==> src/rtl/bcdmul_pkg.sv <==
package bcdmul_pkg;
    typedef enum logic [1:0] {
        ST_IDLE = 2'd0,
        ST_LOAD = 2'd1,
        ST_MUL  = 2'd2,
        ST_DONE = 2'd3
    } mul_state_t;
endpackage

==> src/rtl/shift_add_core.sv <==
module shift_add_core #(
    parameter int N = 8
) (
    input  logic           clk,
    input  logic           rst,
    input  logic           load,
    input  logic           step,
    input  logic [N-1:0]   a_in,
    input  logic [N-1:0]   b_in,
    output logic [2*N-1:0] acc,
    output logic           last_step
);
    localparam int W  = 2 * N;
    localparam int CW = $clog2(N + 1);

    logic [W-1:0]  mcand;
    logic [N-1:0]  mplier;
    logic [CW-1:0] left;

    always_ff @(posedge clk) begin
        if (rst) begin
            mcand  <= '0;
            mplier <= '0;
            acc    <= '0;
            left   <= '0;
        end else if (load) begin
            mcand  <= {{N{1'b0}}, a_in};
            mplier <= b_in;
            acc    <= '0;
            left   <= CW'(N);
        end else if (step) begin
            if (mplier[0]) begin
                acc <= acc + mcand;
            end
            mplier <= mplier >> 1;
            mcand  <= mcand << 1;
            left   <= left - 1'b1;
        end
    end

    assign last_step = (left == CW'(1));

    // the controller never steps once the count is used up
    a_r4_no_extra_step: assert property (@(posedge clk) disable iff (rst)
        step |-> left != '0);

    // each step removes exactly one pending bit
    a_r4_count_down: assert property (@(posedge clk) disable iff (rst)
        (step && !load) |=> left == $past(left) - 1'b1);

    // a load leaves a clean accumulator and a full count
    a_r2_load_init: assert property (@(posedge clk) disable iff (rst)
        load |=> (acc == '0) && (left == CW'(N)));
endmodule

==> src/rtl/dd_bin2bcd.sv <==
module dd_bin2bcd #(
    parameter int W      = 16,
    parameter int DIGITS = W / 3 + 1
) (
    input  logic [W-1:0]        bin,
    output logic [4*DIGITS-1:0] bcd
);
    localparam int BW = 4 * DIGITS;
    localparam int SW = BW + W;

    for (genvar i = 0; i < W; i++) begin : g_stage
        logic [SW-1:0] din;
        logic [SW-1:0] adj;
        if (i == 0) begin : g_first
            assign din = {{BW{1'b0}}, bin};
        end else begin : g_next
            assign din = g_stage[i-1].adj << 1;
        end
        always_comb begin
            adj = din;
            for (int d = 0; d < DIGITS; d++) begin
                if (adj[W+4*d +: 4] > 4'd4) begin
                    adj[W+4*d +: 4] = adj[W+4*d +: 4] + 4'd3;
                end
            end
        end
    end

    logic [SW-1:0] final_sh;
    assign final_sh = g_stage[W-1].adj << 1;
    assign bcd      = final_sh[SW-1:W];

    // every produced digit is a legal decimal digit
    always_comb begin
        for (int d = 0; d < DIGITS; d++) begin
            a_r5_digit_range: assert (bcd[4*d +: 4] < 4'd10);
        end
    end
endmodule

==> src/rtl/seq_bcd_multiplier.sv <==
module seq_bcd_multiplier
    import bcdmul_pkg::*;
#(
    parameter int N = 8
) (
    input  logic                         clk,
    input  logic                         rst,
    input  logic                         start,
    input  logic [N-1:0]                 op_a,
    input  logic [N-1:0]                 op_b,
    output logic [2*N-1:0]               product,
    output logic [4*((2*N)/3+1)-1:0]     bcd_product,
    output logic                         finished
);
    localparam int W      = 2 * N;
    localparam int DIGITS = W / 3 + 1;
    localparam int BW     = 4 * DIGITS;

    mul_state_t state, nxt;
    logic load, step, last_step;
    logic [W-1:0]  acc;
    logic [BW-1:0] acc_bcd;

    always_ff @(posedge clk) begin
        if (rst) state <= ST_IDLE;
        else     state <= nxt;
    end

    always_comb begin
        nxt = state;
        if (!start) begin
            nxt = ST_LOAD;
        end else begin
            unique case (state)
                ST_IDLE: nxt = ST_IDLE;
                ST_LOAD: nxt = last_step ? ST_DONE : ST_MUL;
                ST_MUL:  nxt = last_step ? ST_DONE : ST_MUL;
                ST_DONE: nxt = ST_DONE;
            endcase
        end
    end

    always_comb begin
        load        = !start;
        step        = start && ((state == ST_LOAD) || (state == ST_MUL));
        finished    = (state == ST_DONE);
        product     = finished ? acc : '0;
        bcd_product = finished ? acc_bcd : '0;
    end

    shift_add_core #(.N(N)) u_core (
        .clk      (clk),
        .rst      (rst),
        .load     (load),
        .step     (step),
        .a_in     (op_a),
        .b_in     (op_b),
        .acc      (acc),
        .last_step(last_step)
    );

    dd_bin2bcd #(.W(W), .DIGITS(DIGITS)) u_conv (
        .bin(acc),
        .bcd(acc_bcd)
    );

    // completed results are frozen while start stays high
    a_r6_hold: assert property (@(posedge clk) disable iff (rst)
        (finished && start) |=> finished && $stable(product) && $stable(bcd_product));

    // a low start clears the outputs on the next cycle
    a_r8_clear: assert property (@(posedge clk) disable iff (rst)
        !start |=> !finished && (product == '0) && (bcd_product == '0));

    // completion is only ever reached while start is high
    a_r4_rise_needs_start: assert property (@(posedge clk) disable iff (rst)
        $rose(finished) |-> $past(start));

    // outputs are zero whenever no result is presented
    a_r1_quiet: assert property (@(posedge clk) disable iff (rst)
        !finished |-> (product == '0) && (bcd_product == '0));
endmodule

==> config.mk <==
export PLATFORM = sky130hd
export DESIGN_NAME = seq_bcd_multiplier
export DESIGN_NICKNAME = d
export VERILOG_FILES = /design/src/rtl/bcdmul_pkg.sv /design/src/rtl/shift_add_core.sv /design/src/rtl/dd_bin2bcd.sv /design/src/rtl/seq_bcd_multiplier.sv
export SDC_FILE = /design/constraint.sdc
export NUM_CORES = 1
export LEC_CHECK = 0
export BUFFER_PORTS_ARGS = -buffer_cell sky130_fd_sc_hd__buf_2
export CORE_MARGIN = 2
export CORE_UTILIZATION = 35
export DETAILED_ROUTE_END_ITERATION = 10
export MAX_ROUTING_LAYER = met4
export REMOVE_ABC_BUFFERS = 1
export SYNTH_ARGS = -nofsm -noshare
export SYNTH_HDL_FRONTEND = slang
export SYNTH_SLANG_ARGS = --single-unit
==> constraint.sdc <==
create_clock -name clk -period 11.9 [get_ports clk]
set_input_delay 1.19 -clock clk [delete_from_list [all_inputs] [get_ports clk]]
set_output_delay 1.19 -clock clk [all_outputs]
set_load 0.05 [all_outputs]
==> run metrics <==
run status=finished clean; final critical-path required period=roughly 11000 ps; VDD IR-drop max=between 100 and 150 uV; slowest CP cell=o311a_1; final cycle utilization of the critical path=0.941; power density over cell area=around 47 nW/um^2; final std cells w/o fill=1329; Worst EP required=10710 ps; max-cap violation count=0; DRC errors left=0; Die W=~150 um; nets@finish=1135; first-pass GRT wire length=30900 um; antenna-violating nets left=0; initial antenna violation count=0; Pre-antenna DRT Iters=5; max_slew headroom=0.399; detailed-placement wirelength estimate=~13000 um; Critical Path Start Type=flop; Syn Area/Cell=around 7.3 sq um; reg2reg path depth=18; post-synthesis async set-or-reset flop share=0; DRT iter0 DRCs=~430; Ant. Diodes=0; Die Height=around 150 um; Largest stage delay, worst path=about 520 ps; main flop type after synthesis=dfxtp_1; CTS root buf=clkbuf_16; gpl congestion=0.906; hold_sp=u_core.mplier[7]; Post-CTS Setup Repair Bufs=0; htree depth=2; crit-path leading delay family=compound AO/OA/AOI/OAI gates; CORE AREA=~21000 sq um; Hold Buf Count CTS=0; hold endpoint=u_core.mplier[7]; number of flops mapped to enable cells by yosys=0; GRT overflow=0; TritonCTS Buffers=5; crit path kind=reg -> out; WHS Path Cells=2; CP endpoint kind=output pin; fin area=8310 sq um; leading cell types in the layout, fill and taps excluded=132 x nor2_1, 79 x a21oi_1, 59 x ha_1; via/cell ratio=roughly 5.7; wire length per cell after detailed routing=between 10 and 15 um; crit-path max FO=13; Port Buf Inserts=56; Syn Inst Count=roughly 1000; crit-path most repeated cell=ha_1; worst r2r src=u_core.acc[1]; Synth Warn #=0; num rows=53; most common cell after layout, fill and taps aside=nor2_1; Synth Register Bits=46; I/O Pins=60; Slew Limit Fails=0; cell count after placement=1321; CP Buf/Inv Count=4; Unique masters post-synth=around 110; Leak=approximately 3.2 nW; Die ar.=22900 sq um; final setup vio count=0; GRT Util Overall=0.161; Hold Vio Cnt, Final=0; RR Endpoint=u_core.acc[15]; clock sink total=46; skew final=~5.6 ps; CTS Buffer Depth=2; Worst Max-Slew Pin Slew=888 ps; layout cells sized above 1=0.149; FMAX=89.3 MHz; hold crit path type=reg -> reg; number of global-route vias before repair=~7000; Syn Std Cell Area=7610 sq um; sequential fraction of the synthesis area=0.121; area delta synth->final=9.18%; internal reg-to-reg setup slack=between 8000 and 9000 ps; Skew-Pair Late Insertion Delay=roughly 290 ps; CTS tree=done; Clock transition at path regs=around 60 ps; crit path setup slack, layout=approximately 700 ps; total power draw=0.388 mW; DP Area=between 8000 and 9000 sq um; final core utilization=0.393; routed vias=between 7000 and 8000; starting density of the core=0.360; Post-Place Worst Slack=around 400 ps; Detailed Route WL=between 15000 and 20000 um; largest net degree at the start of global routing=37; crit path DAT=~10000 ps
==> timing repair <==
item / 4_1_cts / 5_1_grt
resized for setup: 0 / 18
hold endpoints to repair: 0 / 0
endpoints found under the setup margin: 0 / 14
==> layer usage <==
layer / track usage / routed length (um)
met1: 0.206 / 8550
met2: 0.273 / 8680
met3: 0.0181 / 729
met4: 0.0364 / 238
met5: - / 0
==> cell families (layout without fill, tap and decap cells) <==
| logic type | Yosys count | in the layout | synth area share |
|---|---|---|---|
| and+or+nand+nor | 361 | 361 | 0.237 |
| AOI/OAI and AO/OA | 336 | 336 | 0.322 |
| buffers and inverters | 124 | 135 | 0.0696 |
| adders and majority gates | 64 | 64 | 0.106 |
| muxes | 60 | 60 | 0.0829 |
| xor gates and xnor gates | 49 | 49 | 0.0609 |
| DFF | 46 | 46 | 0.121 |
| other | 1 | 3 | 0.000493 |
==> worst min-delay path: stages (launching register included) <==
cell and delay [ps]:
dfxtp_1 320, nand3b_1 80, a21oi_1 60
==> worst max-delay path by stage <==
stage | from | endpoint | slack (ps) | cells past startpoint
floorplan | u_core.acc[13] | bcd_product[10] | 810 | 40
global placement | u_core.acc[14] | bcd_product[10] | 680 | 41
detailed placement | u_core.acc[14] | bcd_product[10] | 390 | 41
CTS | u_core.acc[14] | bcd_product[10] | 70 | 41
global route | u_core.acc[14] | bcd_product[10] | -20 | 41
finish | u_core.acc[14] | bcd_product[10] | 700 | 40
==> synth_stat cells (13+ instances only) <==
master    number  area [sq um]
nor2_1       132           495
a21oi_1       80           400
ha_1          62           776
nand2_1       56           210
inv_1         55           206
dfxtp_1       46           921
mux2i_1       41           410
clkbuf_1      39           146
o21ai_0       35           175
xnor2_1       33           289
a211oi_1      30           225
nand3_1       27           135
nor3_1        26           130
nand2b_1      20           125
o21ai_1       16          80.1
o211ai_1      15           113
mux2_2        14           158
xor2_1        13           114
==> flip-flops by register name (all words and copies together) (netlist names) <==
name,count
u_core.mcand,16
u_core.acc,16
u_core.left,4
state,2
u_core.mplier,8
==> cell type report <==
type                       instances  area, sq um
inverter                          58          218
sequential                        46          922
clock inverter                     2         60.1
clock buffer                       6          139
tap                              275          344
timing repair buffer              69          378
fill                            2214        12800
multi-input combinational        873         6240
==> where the power goes <==
group	internal [mW]	switching, mW	total, mW	leakage [nW]
clock	0.126	0.0604	0.186	0.0971
combinational	0.0162	0.0220	0.0382	2.71
sequential	0.159	0.00381	0.163	0.376
total	0.302	0.0862	0.388	3.19
==> per-stage QoR <==
stage	TNS, ps	hold slack (ps)
CTS	0	497
floorplan	0	460
finish	0	505
global route	-17.8	521
global placement	0	479
detailed placement	0	481
No activity file was read; power rests on OpenSTA's default activity.
